## src/rtl/dsel_sram.sv

```systemverilog
module dsel_sram #(
  parameter int AW = 8,
  parameter int DW = 4
) (
  input  logic          clk,
  input  logic          rst_n,
  input  logic [AW-1:0] addr,
  input  logic [DW-1:0] din,
  input  logic          sel_n,
  input  logic          sel,
  input  logic          out_dis,
  input  logic          rd_wr_n,
  output logic [DW-1:0] dout,
  output logic          dout_en,
  output logic [1:0]    mode
);
  localparam int DEPTH = 1 << AW;
  localparam logic [1:0] M_STBY = 2'b00;
  localparam logic [1:0] M_ODIS = 2'b01;
  localparam logic [1:0] M_RD   = 2'b10;
  localparam logic [1:0] M_WR   = 2'b11;

  logic [DW-1:0] mem [DEPTH];
  logic [1:0]    mode_d;
  logic          en_d;
  logic [DW-1:0] dout_d;
  wire           picked = !sel_n && sel;

  always_comb begin
    if (!picked)       mode_d = M_STBY;
    else if (!rd_wr_n) mode_d = M_WR;
    else if (out_dis)  mode_d = M_ODIS;
    else               mode_d = M_RD;
  end

  assign en_d   = (mode_d == M_RD) || (mode_d == M_WR && !out_dis);
  assign dout_d = (mode_d == M_RD) ? mem[addr] :
                  (en_d ? din : '0);

  always_ff @(posedge clk)
    if (mode_d == M_WR) mem[addr] <= din;

  always_ff @(posedge clk or negedge rst_n)
    if (!rst_n) begin
      mode    <= M_STBY;
      dout_en <= 1'b0;
      dout    <= '0;
    end else begin
      mode    <= mode_d;
      dout_en <= en_d;
      dout    <= dout_d;
    end

  a_r10_zero_when_off: assert property (@(posedge clk) disable iff (!rst_n)
    !dout_en |-> dout == '0);
  a_r2_standby: assert property (@(posedge clk) disable iff (!rst_n)
    (sel_n || !sel) |=> (mode == 2'b00 && !dout_en));
  a_r3_disable: assert property (@(posedge clk) disable iff (!rst_n)
    out_dis |=> !dout_en);
  a_r5_write_mode: assert property (@(posedge clk) disable iff (!rst_n)
    (!sel_n && sel && !rd_wr_n) |=> mode == 2'b11);
  a_r6_echo: assert property (@(posedge clk) disable iff (!rst_n)
    (!sel_n && sel && !rd_wr_n && !out_dis) |=> (dout_en && dout == $past(din)));
  a_r4_read_mode: assert property (@(posedge clk) disable iff (!rst_n)
    (!sel_n && sel && rd_wr_n && !out_dis) |=> (mode == 2'b10 && dout_en));
endmodule

```

## config.mk

```make
export PLATFORM = sky130hd
export DESIGN_NAME = dsel_sram
export DESIGN_NICKNAME = d
export VERILOG_FILES = /design/src/rtl/dsel_sram.sv
export SDC_FILE = /design/constraint.sdc
export NUM_CORES = 1
export LEC_CHECK = 0
export ABC_AREA = 1
export ABC_CLOCK_PERIOD_IN_PS = 1700
export BUFFER_PORTS_ARGS = -buffer_cell sky130_fd_sc_hd__buf_4
export CAP_MARGIN = 10
export CORE_UTILIZATION = 63
export CTS_CLUSTER_DIAMETER = 80
export CTS_CLUSTER_SIZE = 25
export DETAILED_ROUTE_END_ITERATION = 10
export PLACE_DENSITY_LB_ADDON = 0.08
export SKIP_LAST_GASP = 1
export SYNTH_ARGS = -nofsm -noshare
export SYNTH_HDL_FRONTEND = slang
export SYNTH_SLANG_ARGS = --single-unit
```

## constraint.sdc

```tcl
create_clock -name clk -period 1.7 [get_ports clk]
set_input_delay 0.34 -clock clk [delete_from_list [all_inputs] [get_ports clk]]
set_output_delay 0.34 -clock clk [all_outputs]
set_load 0.03 [all_outputs]
```

## Word level (Yosys, flattened, before mapping)

Memories as Yosys holds them, arrays and structs flattened.
Index checks and enable logic that the tools add are counted.

- Equal/unequal tests: 2
- Muxes and demuxes: 7
- Reduce and logical (&&, ||, !) cells: 5

Operator list:

| operator | number |
|---|---|
| two-way mux 4 bit | 2 |
| two-way mux 2 bit | 3 |
| == test 2 bit, second input constant | 2 |
| logical AND 1 bit | 2 |
| zero test 1 bit | 2 |
| two-way mux 1 bit | 2 |
| logical OR 1 bit | 1 |

- Register bits: 7
- Bits in writable memories: 1,024
- Input port bits: 18
- Output and inout port bits: 7
- Word-level logic and storage cells: 18
- Memories kept: 1

Memories:

| name | depth | width | read ports | clocked after memory_dff | write ports | RTL line | text |
|---|---|---|---|---|---|---|---|
| mem | 256 | 4 | 1 | 0 | 1 | 23 | `logic [DW-1:0] mem [DEPTH];` |

## Longest topological paths before layout

Gate-level depths: netlist of the first run.

- Depth after elaboration: 8
- Depth in mapped cells: 19
- Depth with buffers taken out: 15

## Worst setup path after synthesis of the first run

No wires, ideal clock.

- Path kind: input port to flip-flop
- From: in addr[0]
- To: mem mem[112][0], enable pin
- Setup time: 0.329 ns
- Arrival: 1.804 ns
- Data required time: 1.371 ns
- Setup slack: -0.433 ns
- Stages: 7
- Path buffers: 4
- Cell sequence: buf_4 buf_2 clkbuf_1 nor3_1 nand2_1 clkbuf_1 nor2_1

RTL lines:

| what | RTL line | text |
|---|---|---|
| from (decl) | 7 | `input logic [AW-1:0] addr,` |
| to (decl) | 23 |  |

No word-level cell before the write port.

## Final worst setup path of the first run

- From: in addr[0]
- To: reg dout[2]

- Cells in the longest elaborated chain, start to end: 2

RTL lines:

| what | RTL line | text |
|---|---|---|
| memory read (256 x 4 bit) | - |  |
| two-way mux 4 bit | 37 | `assign dout_d = (mode_d == M_RD) ? mem[addr] :` |
| named net dout_d[2] | 26 | `logic [DW-1:0] dout_d;` |
| to (signal assigned) | 51 | `dout <= dout_d;` |
| to (decl) | 13 | `output logic [DW-1:0] dout,` |

The timed path passes the listed nets, and every way through them passes these cells.

==> results of run 1 <==
[worst register-to-register path: stages, from the launching register on]
cell and delay [ps]:
edfxtp_1 380, nand2_1 70, nand2_1 50, nand2_1 60
nand2_1 50, nand2_1 50, nand2_1 90, nor2_2 190
nor2_1 60, nor2_1 180, nand2_1 90, nand2_1 80
nand2_2 70, o21ai_1 140, nand2_1 70
[kinds of logic (layout without fill, tap and decap cells)]
family | Yosys count | count (layout)
simple gates | 2837 | 2837
buf+inv | 239 | 473
compound gates | 50 | 50
flops | 1031 | 1031
[where the power goes]
group	switching (W)	total (W)	internal (W)
logic	0.00257	0.00383	0.00126
clock network	0.00759	0.0134	0.00583
registers	0.00000858	0.0279	0.0279
total	0.0102	0.0452	0.0350
[cell type report]
| type | count | area (µm²) | share of cell area |
|---|---|---|---|
| Tap cell | 873 | 1090 | 0.0216 |
| Inverter | 17 | 88.8 | 0.00175 |
| Clock buffer | 57 | 1270 | 0.0250 |
| Sequential cell | 1031 | 30900 | 0.611 |
| Multi-Input combinational cell | 2887 | 12600 | 0.248 |
| Timing Repair Buffer | 385 | 4520 | 0.0893 |
| Clock inverter | 14 | 168 | 0.00331 |
[Yosys cell counts]
library cell | instances | share of area
nand2_1 | 2237 | 0.19
edfxtp_1 | 1024 | 0.71
nor2_1 | 429 | 0.037
nand3_1 | 146 | 0.017
clkbuf_1 | 102 | 0.0089
buf_2 | 90 | 0.010
buf_1 | 25 | 0.0022
o21ai_1 | 25 | 0.0029
a21oi_1 | 24 | 0.0028
nand4_1 | 18 | 0.0026
inv_1 | 14 | 0.0012
dfrtp_1 | 7 | 0.0041
buf_6 | 3 | 0.00078
inv_2 | 3 | 0.00026
nor3_1 | 3 | 0.00035
buf_4 | 2 | 0.00035
nor2_2 | 2 | 0.00029
nor3_2 | 2 | 0.00046
o21ai_0 | 1 | 0.00012
[how the worst max path moves through the flow]
stage               startpoint     endpoint  slack, ps
finish                 addr[0]      dout[2]        -60
global route        mem[87][1]      dout[1]       -170
CTS                    addr[0]      dout[2]        -10
detailed placement     addr[0]      dout[2]       -740
global placement       addr[0]      dout[0]       -690
floorplan              addr[0]  mem[127][0]       -190
[state kept, by name, summed over array words and instances (netlist names)]
register and flops:
dout 4, mode 2, mem 1024, dout_en 1
[stage by stage]
stage	setup slack, ps	total power (W)	hold WS (ps)	util	TNS [ps]
floorplan	-189	0.0303	44.4	-	-99140
global placement	-686	0.0321	170	0.724	-428190
detailed placement	-741	0.0321	174	0.724	-431060
CTS	-13.6	0.0451	31.5	0.748	-16.8
global route	-174	0.0463	57.7	0.751	-506
finish	-59.3	0.0452	62.1	0.751	-152
[repair_timing]
action,in CTS,in global routing
hold endpoints to repair,9,0
buffers inserted,2,3
gates resized for setup,27,43
pin swaps,14,14
hold buffers,2,0
gates cloned,1,2
endpoints found under the setup margin,4,12
[metal layers]
layer  vias to the layer above  global-route usage
li1                      14100                   -
met1                     14400               0.463
met2                      1464               0.530
met3                       205              0.0499
met4                         0               0.112
met5                         -                   0
==> impl_metrics.csv, run 1 <==
group,metric,value,unit
die,dieArea,0.0695,mm²
job,max_cap_viol_count,0,
logic_synthesis,synth_cells,4157,
sta,fin_ws,-59.3,ps
grt,gr-usage-all-layers,0.329,
logic_synthesis,ys_seq_area_frac,0.717,
drt,drc,0,
sta,finalCritPeriodShare,1.03,
place,dp_cells,5183,
sta,fin_crit,1760,ps
logic_synthesis,avgSynthCellArea,10.4,µm²
hold_path,min_delay_path_depth,1,
drt,drt_first_pass_iters,6,
setup_path,cp_slowest_cell,"nor2_1",
drt,wl,113,mm
clocking,cts_tree,"yes",
place,globalplace.congestion,0.933,
drt,wl_per_cell,21.4,µm
die,initial_core_util,0.640,
setup_path,cp_common_cell,"nand2_1",
logic_synthesis,synth_mux_area_frac,0,
drt,top_layer_used,"met4",
drt,wl_met3,11.2,mm
clocking,clk_latency,630,ps
final_layout,nets,4389,
grt,grt_pass1_vias,29300,
logic_synthesis,yosys.area_share.adder,0,
setup_path,ff2ff_setup_slack,-50,ps
final_layout,stdcell_count,5264,
logic_synthesis,synth_cell_types,19,
final_layout,fin_area,0.0506,mm²
power_and_ir_drop,power.density,892,mW/mm²
power_and_ir_drop,power.leakage,19.7,nW
drt,wl_met2,53.5,mm
drt,ant_nets,0,
logic_synthesis,yosys.area_share.simple,0.253,
sta,finalSetupViolations,4,
logic_synthesis,ys_ff_latch,1031,
final_layout,drive_gt1_frac,0.160,
sta,relSlewSlack,0.619,
clocking,path_clk_slew,100,ps
drt,vias_per_cell,5.72,
power_and_ir_drop,vdd_ir_drop_max,839,µV
die,die_h,264,µm
logic_synthesis,synth_top_family_by_area,"simple AND/OR/NAND/NOR gates",
final_layout,num_antenna_cells,0,
setup_path,reg2reg_depth,14,
grt,antenna_found_initial,0,
grt,gr-total-overflow,0,
logic_synthesis,synthesis.area,0.0431,mm²
final_layout,final_cell_mix,"2203 x nand2_1, 1024 x edfxtp_1, 251 x buf_4, 219 x nor2_1, 153 x nor2_4",
final_layout,final_common_cell,"nand2_1",
place,hpwl,73.0,mm
setup_path,cp.depth,18,
clocking,cts_sinks,1031,
setup_path,cp_max_fo,38,
place,portBuffers,24,
setup_path,crit_path_end_kind,"flip-flop",
final_layout,fillers,4435,
sta,final-hold-violation-count,0,
grt,grt_pass1_wl,171,mm
sta,slew_viol_final,0,
logic_synthesis,ys.warnings.count,0,
status,violations,"negative setup slack",
setup_path,path_buf_inv,4,
clocking,clockBufferDepth,3,
logic_synthesis,synthXorXnorAreaFrac,0,
sta,max_freq,0.568,GHz
setup_path,arrival,2280,ps
hold_path,holdCritPathClass,"primary input to flip-flop",
setup_path,worst_ep_required_time,2220,ps
grt,grt_max_degree,65,
clocking,clockRootBuffer,"clkbuf_16",
final_layout,syn_to_final_growth,17.4,%
sta,finClkSkew,23.7,ps
status,outcome,"complete, but fails checks",
setup_path,path_class,"primary input to flip-flop",
setup_path,path_cells,"buf_8 > clkinv_8 > buf_12 > buf_12 > nand2_1 > nand2_1 > nand2_1 > nand2_1 > nand2_1 > nand2_1 > nor2_1 > nor2_1 > nor2_1 > nand2_1 > nand2_1 > nand2_1 > o21ai_2 > nand2_1",
setup_path,worstReg2RegEnd,"dout[1]",
setup_path,r2r-start,"mem[38][1]",
hold_path,worstHoldEndpoint,"mem[241][3]",
sta,worst_slew_pin_slew,572,ps
logic_synthesis,synth_nets,4175,
clocking,cts_buffers,49,
die,row_count,95,
die,dieWidth,264,µm
drt,drt_iter0_markers,3567,
logic_synthesis,synth-compound-area-share,0.00580,
setup_path,crit_path_start_kind,"primary input",
drt,wl_met1,44.4,mm
die,ioPinCount,25,
sta,grt_setup_unrepaired,"true",
place,place_area,0.0488,mm²
setup_path,cp_top_family,"simple AND/OR/NAND/NOR gates",
setup_path,crit_path_max_incr_delay,250,ps
hold_path,min_from,"din[3]",
clocking,htreeDepth,2,
die,core_area,0.0674,mm²
drt,vias,30100,
No activity file was read; power rests on OpenSTA's default activity.
==> inputs of run 2 (changes only) <==
--- a/config.mk
+++ b/config.mk
@@ -9,7 +9,7 @@
 export ABC_CLOCK_PERIOD_IN_PS = 1700
 export BUFFER_PORTS_ARGS = -buffer_cell sky130_fd_sc_hd__buf_4
 export CAP_MARGIN = 10
-export CORE_UTILIZATION = 63
+export CORE_UTILIZATION = 45
 export CTS_CLUSTER_DIAMETER = 80
 export CTS_CLUSTER_SIZE = 25
 export DETAILED_ROUTE_END_ITERATION = 10
==> run 2 against run 1 <==
First-iteration DRC count down 20%. Die area grew 40%. Cell area is 1.8% higher. Sequential share of layout area is 1.1 points lower. Fmax down 1.4%. Non-clock buffer count rose by 42. Critical path depth grew 1. The flow still finishes with violations (negative setup slack). Global-route usage shrank 7.2 points. Wire length rose by 9.6%.
==> impl_metrics.csv, run 2 (same netlist as run 1, synthesis figures left out) <==
group,metric,value,unit
die,ioPinCount,25,
setup_path,r2r-start,"mem[164][2]",
clocking,clockBufferDepth,3,
power_and_ir_drop,power.density,909,mW/mm²
drt,drt_first_pass_iters,5,
die,die_h,312,µm
die,dieWidth,312,µm
sta,grt_setup_unrepaired,"true",
sta,fin_crit,1790,ps
setup_path,cp_top_family,"simple AND/OR/NAND/NOR gates",
setup_path,cp_common_cell,"nand2_1",
clocking,cts_sinks,1031,
power_and_ir_drop,vdd_ir_drop_max,730,µV
drt,wl_per_cell,21.6,µm
sta,fin_ws,-85.2,ps
die,dieArea,0.0970,mm²
setup_path,reg2reg_depth,15,
sta,finalCritPeriodShare,1.05,
setup_path,cp-startpoint,"addr[0]",
drt,drt_iter0_markers,2858,
sta,tns,-212,ps
drt,vias_per_cell,5.16,
setup_path,crit_path_end_kind,"flip-flop",
grt,grt_max_degree,69,
power_and_ir_drop,power.leakage,19.9,nW
die,row_count,113,
drt,drc,0,
clocking,htreeDepth,2,
final_layout,fin_area,0.0515,mm²
place,place_area,0.0495,mm²
place,portBuffers,24,
setup_path,arrival,2320,ps
place,hpwl,81.3,mm
final_layout,final_cell_mix,"2179 x nand2_1, 1024 x edfxtp_1, 310 x buf_4, 217 x nor2_1, 156 x nor2_4",
sta,slew_viol_final,0,
final_layout,drive_gt1_frac,0.176,
final_layout,final_common_cell,"nand2_1",
final_layout,top_register,"mem",
sta,relSlewSlack,0.223,
clocking,path_clk_slew,100,ps
setup_path,worstReg2RegEnd,"dout[2]",
die,core_area,0.0950,mm²
setup_path,cp_slowest_cell,"nor2_4",
clocking,cts_tree,"yes",
hold_path,min_delay_path_depth,5,
grt,grt_pass1_wl,184,mm
grt,gr-total-overflow,0,
clocking,clk_latency,690,ps
setup_path,path_class,"primary input to flip-flop",
setup_path,path_cells,"buf_8 > buf_12 > buf_4 > nor2_4 > buf_12 > buf_12 > buf_4 > nand2_1 > nand2_1 > o21ai_2 > nand2_1 > nor2_2 > nor2_1 > nor2_4 > nand2_1 > nand2_1 > nand3_2 > nor2_1 > nor2_1",
die,initial_core_util,0.454,
drt,ant_nets,0,
status,violations,"negative setup slack",
sta,worst_slew_pin_slew,1150,ps
final_layout,largest_register_ffs,1024,
drt,vias,29500,
final_layout,nets,4433,
final_layout,syn_to_final_growth,19.5,%
setup_path,crit_path_start_kind,"primary input",
sta,whs,36.2,ps
drt,wl,124,mm
hold_path,min_from,"sel_n",
status,outcome,"complete, but fails checks",
sta,max_freq,0.560,GHz
final_layout,num_antenna_cells,0,
final_layout,fillers,8384,
final_layout,top_regs,"mem: 1024 flops, dout: 4 flops, mode: 2 flops",
hold_path,worstHoldEndpoint,"mode[0]",
setup_path,crit_path_max_incr_delay,160,ps
clocking,clockRootBuffer,"clkbuf_16",
hold_path,holdCritPathClass,"primary input to flip-flop",
setup_path,ff2ff_setup_slack,-70,ps
grt,gr-usage-all-layers,0.256,
grt,antenna_found_initial,1,
job,max_cap_viol_count,0,
setup_path,path_buf_inv,6,
power_and_ir_drop,power.total,0.0469,W
sta,finalSetupViolations,5,
place,globalplace.congestion,0.854,
setup_path,cp_max_fo,11,
setup_path,worst_ep_required_time,2240,ps
sta,finClkSkew,35.6,ps
clocking,cts_buffers,51,
sta,final-hold-violation-count,0,
grt,grt_pass1_vias,28700,
-- run 2: cell types whose count changed in the layout (fill, tap and decap cells not counted), sizes merged --
cell,previous run,this run
buf,376,421
bufbuf,1,0
bufinv,3,6
clkbuf,63,69
clkinv,8,10
dlygate4sd3,2,5
inv,18,19
-- run 2: area by class of cell --
type                       instances  area (µm²)  share of cell area
sequential                      1031       30900               0.600
multi-input combinational       2887       12700               0.246
tap                             1265        1580              0.0307
timing repair buffer             427        4560              0.0885
clock inverter                    20         308             0.00597
inverter                          17        88.8             0.00172
clock buffer                      68        1380              0.0268
-- run 2: worst max path at each step --
stage / to / slack, ps / cells after the start
finish: dout[0] / -90 / 19
floorplan: mem[127][0] / -190 / 9
global placement: dout[0] / -1000 / 18
detailed placement: dout[0] / -980 / 18
CTS: dout[0] / -50 / 13
global route: dout[1] / -200 / 16
-- run 2: stage by stage --
step	cells	worst slack (ps)	utilization
floorplan	4157	-189	-
global placement	5620	-996	0.521
detailed placement	5620	-976	0.521
CTS	5715	-54.6	0.541
global route	5715	-203	0.542
finish	5715	-85.2	0.542
-- run 2: timing repair --
action,4_1_cts,5_1_grt
resized for setup,71,28
hold endpoints to repair,17,0
pin swaps,49,23
hold buffers,5,0
endpoints found under the setup margin,5,12
buffers inserted,3,0
-- run 2: worst min-delay path, cell delays in order --
cell	delay, ps
buf_4	90
nor2_4	30
inv_2	60
buf_4	120
a21oi_1	40
-- run 2: metal layers --
metal | vias to the layer above | track usage | share of wire
li1 | 14200 | - | -
met1 | 14300 | 0.370 | 0.45
met2 | 835 | 0.409 | 0.47
met3 | 151 | 0.0345 | 0.062
met4 | 0 | 0.0675 | 0.024
met5 | - | 0 | 0
-- run 2: power breakdown --
group / switching [W] / internal, W / leakage (nW)
sequential: 0.00000978 / 0.0279 / 9.29
clock: 0.00822 / 0.00678 / 0.813
combinational: 0.00266 / 0.00128 / 9.78
